## src/rtl/dta_pkg.sv

```systemverilog
package dta_pkg;
  localparam logic DIR_RD = 1'b0;
  localparam logic DIR_WR = 1'b1;

  // Cause of the next count value, in priority order
  typedef enum logic [2:0] {
    EV_CFG   = 3'd0,
    EV_TURN  = 3'd1,
    EV_IDLE  = 3'd2,
    EV_STALL = 3'd3,
    EV_BURST = 3'd4,
    EV_DEC   = 3'd5,
    EV_HOLD  = 3'd6
  } cnt_ev_t;
endpackage

```

## src/rtl/dta_event.sv

```systemverilog
module dta_event
  import dta_pkg::*;
(
  input  logic    cfg_we,
  input  logic    take,
  input  logic    take_dir,
  input  logic    last_dir,
  input  logic    rd_pend,
  input  logic    wr_pend,
  input  logic    stall,
  input  logic    cnt_zero,
  output cnt_ev_t ev
);
  logic turn, idle;

  assign turn = take && (take_dir != last_dir);
  assign idle = !rd_pend && !wr_pend && !take;

  always_comb begin
    if (cfg_we)               ev = EV_CFG;
    else if (turn)            ev = EV_TURN;
    else if (idle)            ev = EV_IDLE;
    else if (stall)           ev = EV_STALL;
    else if (take && cnt_zero) ev = EV_BURST;
    else if (!cnt_zero)       ev = EV_DEC;
    else                      ev = EV_HOLD;
  end
endmodule

```

## src/rtl/dta_counter.sv

```systemverilog
module dta_counter
  import dta_pkg::*;
#(
  parameter int unsigned PW         = 4,
  parameter int unsigned RST_PERIOD = 8
) (
  input  logic          clk,
  input  logic          rst,
  input  cnt_ev_t       ev,
  input  logic [PW-1:0] cfg_period,
  output logic [PW-1:0] per_q,
  output logic [PW-1:0] per_n,
  output logic [PW-1:0] cnt_q,
  output logic [PW-1:0] cnt_n
);
  localparam logic [PW-1:0] RST_VAL = PW'(RST_PERIOD);

  assign per_n = (ev == EV_CFG) ? cfg_period : per_q;

  always_comb begin
    case (ev)
      EV_CFG:                    cnt_n = cfg_period;
      EV_TURN, EV_IDLE, EV_BURST: cnt_n = per_q;
      EV_DEC:                    cnt_n = cnt_q - 1'b1;
      default:                   cnt_n = cnt_q;
    endcase
  end

  always_ff @(posedge clk) begin
    if (rst) begin
      per_q <= RST_VAL;
      cnt_q <= RST_VAL;
    end else begin
      per_q <= per_n;
      cnt_q <= cnt_n;
    end
  end
endmodule

```

## src/rtl/dta_oldest.sv

```systemverilog
module dta_oldest
  import dta_pkg::*;
(
  input  logic clk,
  input  logic rst,
  input  logic rd_pend,
  input  logic wr_pend,
  input  logic last_dir,
  output logic old_dir
);
  logic prev_rd, prev_wr, hold_q;

  always_comb begin
    if (rd_pend && !wr_pend)       old_dir = DIR_RD;
    else if (wr_pend && !rd_pend)  old_dir = DIR_WR;
    else if (!rd_pend && !wr_pend) old_dir = hold_q;
    else if (prev_rd && prev_wr)   old_dir = hold_q;
    else if (prev_rd)              old_dir = DIR_RD;
    else if (prev_wr)              old_dir = DIR_WR;
    else                           old_dir = !last_dir;
  end

  always_ff @(posedge clk) begin
    if (rst) begin
      prev_rd <= 1'b0;
      prev_wr <= 1'b0;
      hold_q  <= DIR_RD;
    end else begin
      prev_rd <= rd_pend;
      prev_wr <= wr_pend;
      hold_q  <= old_dir;
    end
  end
endmodule

```

## src/rtl/dta_arbiter.sv

```systemverilog
module dta_arbiter
  import dta_pkg::*;
#(
  parameter int unsigned PW         = 4,
  parameter int unsigned RST_PERIOD = 8
) (
  input  logic          clk,
  input  logic          rst,
  input  logic          rd_pend,
  input  logic          wr_pend,
  input  logic          take,
  input  logic          take_dir,
  input  logic          stall,
  input  logic          cfg_we,
  input  logic [PW-1:0] cfg_period,
  output logic          pick_vld,
  output logic          pick_dir,
  output logic          pref_dir,
  output logic [PW-1:0] count
);
  cnt_ev_t       ev;
  logic [PW-1:0] period_q, period_n, cnt_n;
  logic          last_q, last_n, old_dir, pref_n;

  dta_event u_ev (
    .cfg_we(cfg_we), .take(take), .take_dir(take_dir), .last_dir(last_q),
    .rd_pend(rd_pend), .wr_pend(wr_pend), .stall(stall),
    .cnt_zero(count == '0), .ev(ev)
  );

  dta_counter #(.PW(PW), .RST_PERIOD(RST_PERIOD)) u_cnt (
    .clk(clk), .rst(rst), .ev(ev), .cfg_period(cfg_period),
    .per_q(period_q), .per_n(period_n), .cnt_q(count), .cnt_n(cnt_n)
  );

  dta_oldest u_old (
    .clk(clk), .rst(rst), .rd_pend(rd_pend), .wr_pend(wr_pend),
    .last_dir(last_q), .old_dir(old_dir)
  );

  assign last_n = take ? take_dir : last_q;

  always_comb begin
    if (period_n == '0)      pref_n = old_dir;
    else if (cnt_n != '0)    pref_n = last_n;
    else                     pref_n = !last_n;
  end

  always_ff @(posedge clk) begin
    if (rst) begin
      last_q   <= DIR_RD;
      pref_dir <= DIR_RD;
    end else begin
      last_q   <= last_n;
      pref_dir <= pref_n;
    end
  end

  assign pick_vld = rd_pend || wr_pend;
  assign pick_dir = (rd_pend && wr_pend) ? ((period_q == '0) ? old_dir : pref_dir)
                                         : wr_pend;
endmodule

```

## config.mk

```make
export PLATFORM = sky130hd
export DESIGN_NAME = dta_arbiter
export DESIGN_NICKNAME = d
export VERILOG_FILES = /design/src/rtl/dta_pkg.sv /design/src/rtl/dta_event.sv /design/src/rtl/dta_counter.sv /design/src/rtl/dta_oldest.sv /design/src/rtl/dta_arbiter.sv
export SDC_FILE = /design/constraint.sdc
export NUM_CORES = 1
export LEC_CHECK = 0
export BUFFER_PORTS_ARGS = -buffer_cell sky130_fd_sc_hd__buf_2
export CORE_MARGIN = 5
export CORE_UTILIZATION = 57
export CTS_CLUSTER_DIAMETER = 80
export CTS_CLUSTER_SIZE = 40
export DETAILED_ROUTE_END_ITERATION = 8
export PLACE_DENSITY_LB_ADDON = 0.15
export SLEW_MARGIN = 0
export SYNTH_ARGS = -nofsm -noshare
export SYNTH_HDL_FRONTEND = slang
export SYNTH_HIERARCHICAL = 1
export SYNTH_SLANG_ARGS = --single-unit
```

## constraint.sdc

```tcl
create_clock -name clk -period 4.3 [get_ports clk]
set_input_delay 0.215 -clock clk [delete_from_list [all_inputs] [get_ports clk]]
set_output_delay 0.215 -clock clk [all_outputs]
set_load 0.005 [all_outputs]
```

; Word level (Yosys, flattened, before mapping)
; Cells that the tools add are included.
[word_totals]
reg_bits = 13
inputBits = 12
output_inout_bits = 7
wordCells = 52
[op_classes]
addsub = 1
n_eq_ne = 5
muxes = 19
reduce_logical = 20
[ops]
columns = operator, count
row1 = $mux W3, 5
row2 = $logic_not A4 Y1, 3
row3 = $pmux W4 S3, 1
row4 = $mux W1, 11
row5 = $logic_and A1 B1 Y1, 8
row6 = $eq A3 B3 Y1 const B, 2
row7 = $logic_not A1 Y1, 5
row8 = $mux W4, 1
row9 = $reduce_bool A4 Y1, 1
row10 = $sub A4 B1 Y4 const B, 1
row11 = $eq A3 B1 Y1 const B, 1
row12 = $eq A3 B2 Y1 const B, 1
row13 = $logic_not A3 Y1, 1
row14 = $reduce_or A3 Y1, 1
row15 = $mux W2, 1
row16 = $logic_or A1 B1 Y1, 1
row17 = $ne A1 B1 Y1, 1

; Depth between registers and ports, before layout
; Gate-level depths: netlist of run 1.
[logic_depth]
depth_word = 13
mapped_depth = 11
ltp_nobuf = 10

; Hierarchy
; Netlist of run 1, hierarchy kept.
[modules_own_cells]
columns = module, n_inst, cells_per_inst, area_per_inst_um2, seq_area_each_um2
row1 = dta_counter, 1, 71, 594.3, 160.2
row2 = dta_arbiter, 1, 14, 138.9, 40.0
row3 = dta_oldest, 1, 12, 120.1, 60.1
row4 = dta_event, 1, 10, 67.6, 0.0

; Worst setup path before layout of run 1
; Ideal clock, no wire load.
[synth_path]
path_kind = register -> register
start = reg u_cnt.cnt_q[1]
end = reg pref_dir
setup_time_ps = 129
arrival_time_ps = 2208
t_required_ps = 4171
setup_slack_ps = 1963
stages_incl_launch_ff = 12
path_buffers = 1
period_less_slack_ps = 2337
path_cell_list = dfxtp_1 -> nor4_1 -> a21o_1 -> a21oi_1 -> buf_2 -> xor2_1 -> and3_1 -> a311oi_1 -> nand2_1 -> nor4_2 -> xor2_1 -> o31ai_1
[synth_via]
elab_chain_cells = 13
elab_cells_between_ends = 21
classes_between = add/sub (1) / eq/ne (4) / mux (10) / reduce/logical (6)
[synth_lines]
columns = element, line_no
row1 = start: declaration, dta_counter.sv:13  ; output logic [PW-1:0] cnt_q,
row2 = start signal: assignment, dta_counter.sv:35  ; cnt_q <= cnt_n;
row3 = $logic_not A4 Y1 (*), dta_arbiter.sv:28  ; .cnt_zero(count == '0), .ev(ev)
row4 = $mux W2 or $logic_and A1 B1 Y1 (tied branches), "dta_event.sv:25, dta_event.sv:24"
row5 = $mux W3 (*), dta_event.sv:24  ; else if (take && cnt_zero) ev = EV_BURST;
row6 = $mux W3 (*), dta_event.sv:23  ; else if (stall) ev = EV_STALL;
row7 = $mux W3 (*), dta_event.sv:22  ; else if (idle) ev = EV_IDLE;
row8 = $mux W3 (*), dta_event.sv:21  ; else if (turn) ev = EV_TURN;
row9 = $mux W3 (*), dta_event.sv:20  ; if (cfg_we) ev = EV_CFG;
row10 = via ev[0], dta_arbiter.sv:21  ; cnt_ev_t ev;
row11 = $eq A3 B1 Y1 (tied with other cells), dta_counter.sv:21  ; case (ev)
row12 = $reduce_or A3 Y1, dta_counter.sv:21
row13 = $pmux W4 S3 (*), dta_counter.sv:21
row14 = via cnt_n[0], dta_arbiter.sv:22  ; logic [PW-1:0] period_q, period_n, cnt_n;
row15 = $reduce_bool A4 Y1 (*), dta_arbiter.sv:45  ; else if (cnt_n != '0) pref_n = last_n;
row16 = $mux W1 (*), dta_arbiter.sv:45
row17 = $mux W1 (*), dta_arbiter.sv:44  ; if (period_n == '0) pref_n = old_dir;
row18 = end signal: assignment, dta_arbiter.sv:55  ; pref_dir <= pref_n;
row19 = end: declaration, dta_arbiter.sv:18  ; output logic pref_dir,
; Mark *: on every way through the listed nets, which the timed path passes. The rest lies on a longest branch.
; A chain may end at the register's enable or synchronous reset.

; Worst setup path in the final report of run 1
[layout_path]
start = reg u_cnt.cnt_q[0]
end = reg pref_dir
; Same word-level chain as after synthesis.

==> results of run 1 <==
area by class of cell:
type / count / area (um2)
multi-input combinational: 84 / 606
clock buffer: 4 / 26.3
fill: 130 / 492
inverter: 6 / 22.5
tap: 16 / 20.0
timing repair buffer: 19 / 97.6
sequential: 13 / 260
logic make-up after synthesis:
family,after synthesis
mux,10
xor+xnor,3
compound gates,28
flops,13
simple gates,42
fa+ha+maj,1
buf+inv,10
tightest hold or removal path, cell delays in order:
cell    delay (ps)
buf_2          130
inv_1           70
nor2_1          40
how the worst min path moves through the flow:
stage / startpoint / end / slack, ps / depth (start not counted)
2_1_floorplan: rst / u_old/prev_rd$_SDFF_PP0_ / 280 / 1
3_3_place_gp: u_old/prev_wr$_SDFF_PP0_ / u_old/hold_q$_SDFF_PP0_ / 500 / 2
3_5_place_dp: rd_pend / u_old/prev_rd$_SDFF_PP0_ / 510 / 3
4_1_cts: rd_pend / u_old/prev_rd$_SDFF_PP0_ / 210 / 3
5_1_grt: rd_pend / u_old/prev_rd$_SDFF_PP0_ / 210 / 3
6_report: rd_pend / u_old/prev_rd$_SDFF_PP0_ / 220 / 3
layer usage:
metal  track usage (%)  vias up  wire [um]  part of all wire (%)
li1                  -      428          -                     -
met1              24.8      404        966                    44
met2              27.2       43       1010                    46
met3              4.44        2        186                   8.5
met4              10.5        0         13                  0.60
met5                 0        -          0                     0
cells in the final DEF (no fill, tap or decap), types with 2 or more instances in the layout:
cell,instances
inv_1,6
nor4_1,3
xor2_1,3
nor2_1,12
o21ai_0,3
and3_1,2
nor3_1,2
a21oi_1,7
clkbuf_4,3
mux2_2,5
or2_2,3
a22oi_1,2
nor2b_1,5
mux2i_1,4
nor3_2,2
buf_2,18
nor4_2,2
dfxtp_1,13
nand2_1,5
Yosys cell counts (all sizes together) (2+ instances only):
library cell  count
mux2i             4
nand2             5
buf               4
a211oi            2
nor2             12
nor3              4
mux2              6
and3              2
a22oi             2
o21ai             4
inv               6
xor2              3
dfxtp            13
or2               4
nor2b             5
nor4              5
a21oi             8
where the power goes:
group / internal, mW / total [mW] / switching [mW]
Clock: 0.0360 / 0.0799 / 0.0439
Combinational: 0.0487 / 0.102 / 0.0535
Sequential: 0.132 / 0.147 / 0.0150
flip-flops by register name, indices dropped and copies added (netlist names):
| signal | count |
|---|---|
| u_cnt/cnt_q | 4 |
| u_cnt/per_q | 4 |
| last_q | 1 |
| pref_dir | 1 |
| u_old/hold_q | 1 |
| u_old/prev_rd | 1 |
| u_old/prev_wr | 1 |
through the flow:
stage	hold WS (ps)	instances
after global routing	211	142
final	221	142
after CTS	213	142
after detailed placement	514	138
after global placement	497	138
after floorplan	282	107
==> metrics, run 1 <==
pwr dens 319 nW/um2; TritonCTS Buffers 3; synth top area cells dfxtp_1 (28%), mux2_2 (6.1%), nor2_1 (4.9%), mux2i_1 (4.3%), a21oi_1 (3.8%); Max Clk Rate 363 MHz; final net count 140; postcts setup bufs 0; io pins 19; Worst Setup EP pref_dir$_SDFF_PP0_; Final Power 0.329 mW; critical path peak fanout 8; Synth-to-Final Area Change 12.1%; Final Setup Violations 0; Yosys reg bits 13; Core ar. 1520 um2; worst r2r src u_cnt/cnt_q[0]$_SDFF_PP0_; Final Max Tran Viols 0; std cell rows 14; Syn Area/Cell 8.61 um2; sequential area share after synthesis 28.3%; vias per inst 6.18; Hold Violations, Final 0; Synth Area in Compound Gates 22.4%; clock slew at reported path FFs 90 ps; crit path DAT 2960 ps; worst reg2reg setup slack 1540 ps; WP depth 10; initial antenna violation count 0; CP Cell Sequence nor4_1, a21o_1, a21oi_1, xor2_1, and3_1, a311oi_1, nand2_1, nor4_2, xor2_1, o31ai_1; Slew @ Worst Pin 690 ps; root buffer cell clkbuf_4; Tcrit/Tclk final 64.1%; async set-or-reset flop fraction in the synthesized netlist 0%; Tightest Hold Check Type input port to flip-flop; minimum clock period 2760 ps; Post-Synth XOR/XNOR Area 2.85%; mux share of post-synthesis cell area 12.1%; worst vdd rail ir drop 0.233 mV; startpoint types flip-flop; CP Class flip-flop to flip-flop; largest family of logic cells by synthesized area simple AND/OR/NAND/NOR gates; total grt overflow 0; drc violations 0; CTS tree done; setup tns final 0 ps; CTS Hold Bufs 0; Synth Area in Adders 1.36%; Placement Setup Slack 1620 ps; Core Util, Final 67.7%; worst flop-to-flop path endpoint pref_dir$_SDFF_PP0_; First-pass DRT Iterations 4; ANT cells 0; Post-Synth Simple-Gate Area 27.0%; post-synth top area share 28.3%; Crit path buffers/inverters 0; clock skew 4.39 ps; status finished clean; IO buf count 18; leading area contributor after synthesis dfxtp_1; clk buf depth 2; Post-synth EDFFs 0; Rel. slew slack 54.0%; Leak Pwr 0.440 nW; via count 877; total routed wirelength 2180 um; vias in the first global route 882; synthesized instance count 107; H-tree Lvls 1; Synthesized Nets 120; FF-to-FF path depth 10; Max Cap Violations 0; largest net degree at the start of global routing 18; Overall Global Routing Usage 18.6%; delay of the slowest critical-path stage 560 ps; synthesized area 921 um2; Initial Util 60.4%; Worst path top cell family by delay compound AO/OA/AOI/OAI gates; DIE AREA 2520 um2; dpl cell area 1010 um2; post-synth cell types 43; Worst Setup SP u_cnt/cnt_q[0]$_SDFF_PP0_; Starting DRT DRC Count 49; Slowest-stage cell, CP a21oi_1; synth warn 6; CP most frequent cell xor2_1; CP Capture Type flip-flop; dpl hpwl 1610 um; post-route ant nets 0; latest clock arrival within the worst-skew pair 280 ps; Final WS setup 1540 ps; post-CTS sizing 0; layout cell share with drive strength beyond 1 31.7%; gpl congestion 0.858; Top FF cell, synth dfxtp_1; TritonCTS Sinks 13; Final Cell Area 1030 um2; WL/cell 15.4 um; DIE HEIGHT 50.2 um; first-pass GRT wire length 3700 um; Worst Path Required 4500 ps; RSZ-0062 raised after global routing no; Die X-Extent 50.2 um
No activity file was read; power rests on OpenSTA's default activity.
==> run 2, diff against run 1 <==
- CORE_UTILIZATION: 57 -> 48
- clock period: 4.3 -> 2.4 ns (I/O delays scaled with it)
==> run 2 against run 1 <==
The run now ends with setup timing left. Die area is 15% higher. Clock power increased by 71%. Fmax increased by 6.2%. Register-to-register slack lost 1700 ps. Combinational power grew to 2.8 times the previous value. Via count grew 18%. Clock-buffer cell count unchanged. Utilization is 6.0 points higher. Setup slack lost 1700 ps. Cell count is 25% higher. Sequential share of layout area is 5.3 points lower.
==> metrics, run 2 (synthesis gave the netlist of run 1 again) <==
Final Setup Violations 2 (+2); worst flop-to-flop path endpoint pref_dir$_SDFF_PP0_; status finished with violations; io pins 19 (unchanged); most frequent cells in the layout buf_4 (25), buf_2 (18), dfxtp_1 (12); commonest non-fill, non-tap cell in the layout buf_4; TritonCTS Sinks 13 (unchanged); std cell rows 15 (+1); RSZ-0062 raised after global routing yes; drc violations 0 (unchanged); DIE HEIGHT 53.8 um (+7.2%); fin cells 178 (+25%); Initial Util 51.6% (-8.8 points); First-pass DRT Iterations 4 (unchanged); min-delay src rst; worst hold path endpoint u_cnt/per_q[2]$_SDFF_PP0_; DIE AREA 2890 um2 (+15%); vias per inst 5.80 (-6.0%); latest clock arrival within the worst-skew pair 280 ps (about the same); crit path DAT 2780 ps (-180 ps); ANT cells 0 (unchanged); worst vdd rail ir drop 0.356 mV (+53%); Rel. slew slack 72.9% (+19 points); Die X-Extent 53.8 um (+7.2%); Hold Violations, Final 0 (unchanged); Overall Global Routing Usage 22.8% (+4.2 points); total grt overflow 0 (unchanged); total routed wirelength 2860 um (+31%); Final WS setup -196 ps (-1740 ps); Core Util, Final 73.7% (+6.0 points); dpl cell area 1140 um2 (+13%); TritonCTS Buffers 3 (unchanged); dpl hpwl 1790 um (+11%); Starting DRT DRC Count 37 (-24%); root buffer cell clkbuf_4; Sequential cell area 262 um2 (+0.48%); Fill cells 138 (+6.2%); Tightest Hold Check Type input port to flip-flop; CP Class flip-flop to flip-flop; worst r2r src last_q$_SDFF_PP0_; CP Capture Type flip-flop; gpl congestion 0.882 (+2.7%); largest net degree at the start of global routing 15 (-3); via count 1033 (+18%); minimum clock period 2600 ps (-161 ps); DP Cell Count 163 (+18%); Final Max Tran Viols 0 (unchanged); FF-to-FF path depth 12 (+2); post-route ant nets 0 (unchanged); Slew @ Worst Pin 401 ps (-289 ps); clock skew 10.3 ps (+5.95 ps); CTS tree done; worst reg2reg setup slack -200 ps (-1740 ps); H-tree Lvls 1 (unchanged); clk buf depth 2 (unchanged); Placement Setup Slack -99.8 ps (-1720 ps); first-pass GRT wire length 4640 um (+25%); failing checks setup timing; critical path peak fanout 4 (-4); Largest regs u_cnt/cnt_q: 4 flops, u_cnt/per_q: 4 flops; WHS Path Cells 2 (-1); final net count 167 (+19%); pwr dens 517 nW/um2 (+62%); startpoint types flip-flop; IO buf count 18 (unchanged); Multi-input gate area 661 um2 (+9.1%); Max Clk Rate 385 MHz (+6.2%); Max Cap Violations 0 (unchanged); Core ar. 1780 um2 (+17%); Leak Pwr 0.583 nW (+32%); Synth-to-Final Area Change 42.7%; vias in the first global route 1019 (+16%); Worst Path Required 2580 ps (-1920 ps); Tcrit/Tclk final 108% (+44 points); Final Cell Area 1310 um2 (+27%); clock slew at reported path FFs 80 ps (about the same); layout cell share with drive strength beyond 1 49.0% (+17 points); initial antenna violation count 0 (unchanged); WL/cell 16.0 um (+4.5%)
run 2: power breakdown:
part / leakage, nW / internal [mW] / switching (mW) / total (mW)
logic: 0.460 / 0.147 / 0.140 / 0.286
clock network: 0.0150 / 0.0646 / 0.0720 / 0.137
registers: 0.108 / 0.236 / 0.0197 / 0.256
run 2: final cells by class:
| type | count | area share, % |
|---|---|---|
| well taps | 25 | 2.38 |
| repair buffers | 46 | 23.7 |
| multi-input cells | 84 | 50.3 |
| inverters | 6 | 1.71 |
| clock buffers | 4 | 2.00 |
| flip-flops and latches | 13 | 19.9 |
run 2: stage by stage:
step / power [mW] / hold WS, ps / TNS [ps]
3_3_place_gp: 0.478 / 437 / -61.3
4_1_cts: 0.665 / 164 / 0
3_5_place_dp: 0.483 / 456 / -99.8
6_report: 0.679 / 177 / -233
2_1_floorplan: 0.395 / 187 / 0
5_1_grt: 0.722 / 170 / -440
run 2: timing repair:
item / in CTS / in global routing
gates resized for setup: 15 / 1
hold buffers: 0 / 0
pin swaps: 6 / 1
setup buffers: 10 / 1
cloned: 0 / 0
setup endpoints to repair: 1 / 2
run 2: metal layers:
metal,vias up,GRT usage [%],share of wire [%]
li1,484,-,-
met1,487,26.1,40
met2,52,38.7,50
met3,10,4.16,7.9
met4,0,14.0,2.7
met5,-,0,0
run 2: worst max-delay path by stage:
stage | startpoint | to
after CTS | u_cnt/cnt_q[1]$_SDFF_PP0_ | pref_dir$_SDFF_PP0_
after global routing | last_q$_SDFF_PP0_ | pref_dir$_SDFF_PP0_
after global placement | last_q$_SDFF_PP0_ | pref_dir$_SDFF_PP0_
after detailed placement | last_q$_SDFF_PP0_ | pref_dir$_SDFF_PP0_
final | last_q$_SDFF_PP0_ | pref_dir$_SDFF_PP0_
after floorplan | u_cnt/cnt_q[1]$_SDFF_PP0_ | pref_dir$_SDFF_PP0_
run 2: critical path, cell delays in order, from the launching register on:
cell	delay, ps
dfxtp_2	360
xor2_2	190
a2111oi_2	90
buf_4	170
buf_4	120
buf_4	130
nor2_2	180
nor3_1	90
a311oi_2	320
nand2_1	170
nor4_4	300
xor2_1	110
o31ai_1	270
==> run 3, diff against run 2 <==
- CORE_UTILIZATION: 48 -> 53
- clock period: 2.4 -> 2.85 ns (I/O delays scaled with it)
==> run 3 against run 2 <==
The flow now finishes without violations. Die area down 7.7%. Wire length down 29%. Critical path depth down 2. Via count down 17%. Non-clock buffer count down 26. Clock-buffer cell count unchanged. Largest cell class unchanged. Largest power group is now registers.
==> metrics, run 3 (synthesis gave the netlist of run 1 again) <==
status finished clean; Slew @ Worst Pin 440 ps (+38.8 ps); Worst Setup SP last_q$_SDFF_PP0_; Core ar. 1690 um2 (-5.3%); Placement Setup Slack 182 ps (+282 ps); Fill cells 161 (+17%); Slowest-stage cell, CP a2111oi_2; layout cell share with drive strength beyond 1 33.9% (-15 points); startpoint types flip-flop; vias in the first global route 811 (-20%); Final WS setup 276 ps (+473 ps); Final Max Tran Viols 0 (unchanged); Worst Setup EP pref_dir$_SDFF_PP0_; critical path peak fanout 17 (+13); root buffer cell clkbuf_4; ANT cells 0 (unchanged); TritonCTS Sinks 13 (unchanged); dpl hpwl 1560 um (-13%); gpl congestion 0.896 (+1.6%); postcts setup bufs 0 (-10); clock skew 5.03 ps (-5.32 ps); Rel. slew slack 70.6% (-2.3 points); CP most frequent cell xor2_1; CTS tree done; H-tree Lvls 1 (unchanged); worst vdd rail ir drop 0.362 mV (+1.8%); Final Setup Violations 0 (-2); minimum clock period 2570 ps (-22.6 ps); CP Cell Sequence xor2_1, a2111oi_2, buf_12, xor2_1, and3_1, a311oi_1, nand2_1, nor4_2, xor2_1, o31ai_1; total routed wirelength 2030 um (-29%); most frequent cells in the layout buf_2 (18), dfxtp_1 (13), nor2_1 (12); post-route ant nets 0 (unchanged); vias per inst 5.94 (+2.4%); DIE AREA 2670 um2 (-7.7%); CP Class flip-flop to flip-flop; clock slew at reported path FFs 80 ps (about the same); initial antenna violation count 0 (unchanged); drc violations 0 (unchanged); Core Util, Final 62.7% (-11 points); worst r2r src last_q$_SDFF_PP0_; Largest regs u_cnt/cnt_q: 4 flops, u_cnt/per_q: 4 flops; Overall Global Routing Usage 16.5% (-6.3 points); Leak Pwr 0.447 nW (-23%); largest net degree at the start of global routing 18 (+3); Max Clk Rate 389 MHz (+0.88%); Final Power 0.491 mW (-28%); worst reg2reg setup slack 280 ps (+470 ps); Worst Path Required 3040 ps (+460 ps); clk buf depth 2 (unchanged); pwr dens 464 nW/um2 (-10%); io pins 19 (unchanged); total grt overflow 0 (unchanged); Initial Util 54.5% (+2.9 points); Synth-to-Final Area Change 14.9%; Tcrit/Tclk final 90.3% (-18 points); Starting DRT DRC Count 14 (-62%); First-pass DRT Iterations 4 (unchanged); tightest hold margin 154 ps (-23.3 ps); delay of the slowest critical-path stage 500 ps (+140 ps); FF-to-FF path depth 10 (-2); Hold Violations, Final 0 (unchanged); commonest non-fill, non-tap cell in the layout buf_2; TritonCTS Buffers 3 (unchanged); latest clock arrival within the worst-skew pair 270 ps (about the same); setup tns final 0 ps (+233 ps); crit path DAT 2770 ps (about the same); final net count 141 (-16%); via count 856 (-17%); RSZ-0062 raised after global routing no; worst flop-to-flop path endpoint pref_dir$_SDFF_PP0_; Die X-Extent 51.7 um (-3.9%); Max Cap Violations 0 (unchanged); first-pass GRT wire length 3400 um (-27%); Tightest Hold Check Type input port to flip-flop; std cell rows 15 (unchanged); CP Capture Type flip-flop; WL/cell 14.1 um (-12%); DIE HEIGHT 51.7 um (-3.9%); IO buf count 18 (unchanged)
## run 3: how the worst min path moves through the flow
stage | cells after the start | slack (ps) | endpoint | start
2_1_floorplan | 1 | 210 | u_old/prev_rd$_SDFF_PP0_ | rst
3_3_place_gp | 3 | 430 | u_old/prev_rd$_SDFF_PP0_ | rd_pend
3_5_place_dp | 3 | 440 | u_old/prev_rd$_SDFF_PP0_ | rd_pend
4_1_cts | 3 | 150 | u_old/prev_rd$_SDFF_PP0_ | rd_pend
5_1_grt | 3 | 170 | u_old/prev_rd$_SDFF_PP0_ | rd_pend
6_report | 3 | 150 | u_old/prev_rd$_SDFF_PP0_ | rd_pend
## run 3: area by class of cell
cell class / count / area, um2 / share of cell area (%)
tap: 17 / 21.3 / 2.01
inverter: 6 / 22.5 / 2.13
multi-input combinational: 84 / 611 / 57.7
sequential: 13 / 260 / 24.6
timing repair buffer: 20 / 118 / 11.1
clock buffer: 4 / 26.3 / 2.48
## run 3: stage by stage
stage	instance area (um2)	cells
after CTS	1050	144
after global routing	1060	144
final	1060	144
after global placement	1030	140
after floorplan	921	107
after detailed placement	1030	140
## run 3: critical path: cells and delay by family (launching register included)
family,cells,cell delay [ps]
xor gates and xnor gates,3,350
buffers and inverters,1,210
DFF,1,330
AOI/OAI and AO/OA,3,1010
and+or+nand+nor,3,580
## run 3: routing by layer
layer  vias up  GRT usage (%)  wire length, um
met2        23           25.2              891
li1        435              -                -
met4         0           7.42               35
met1       392           22.7              999
met5         -              0                0
met3         6           2.58              105
## run 3: report_power, final
part	total, mW	switching, mW	internal (mW)
registers	0.221	0.0218	0.199
clock network	0.111	0.0570	0.0542
logic	0.159	0.0808	0.0782
total	0.491	0.160	0.331
## run 3: timing repair
| action | in CTS | in global routing |
|---|---|---|
| hold endpoints to repair | 0 | 0 |
| endpoints found under the setup margin | 0 | 1 |
| gates resized for setup | 0 | 2 |
| hold buffers | 0 | 0 |
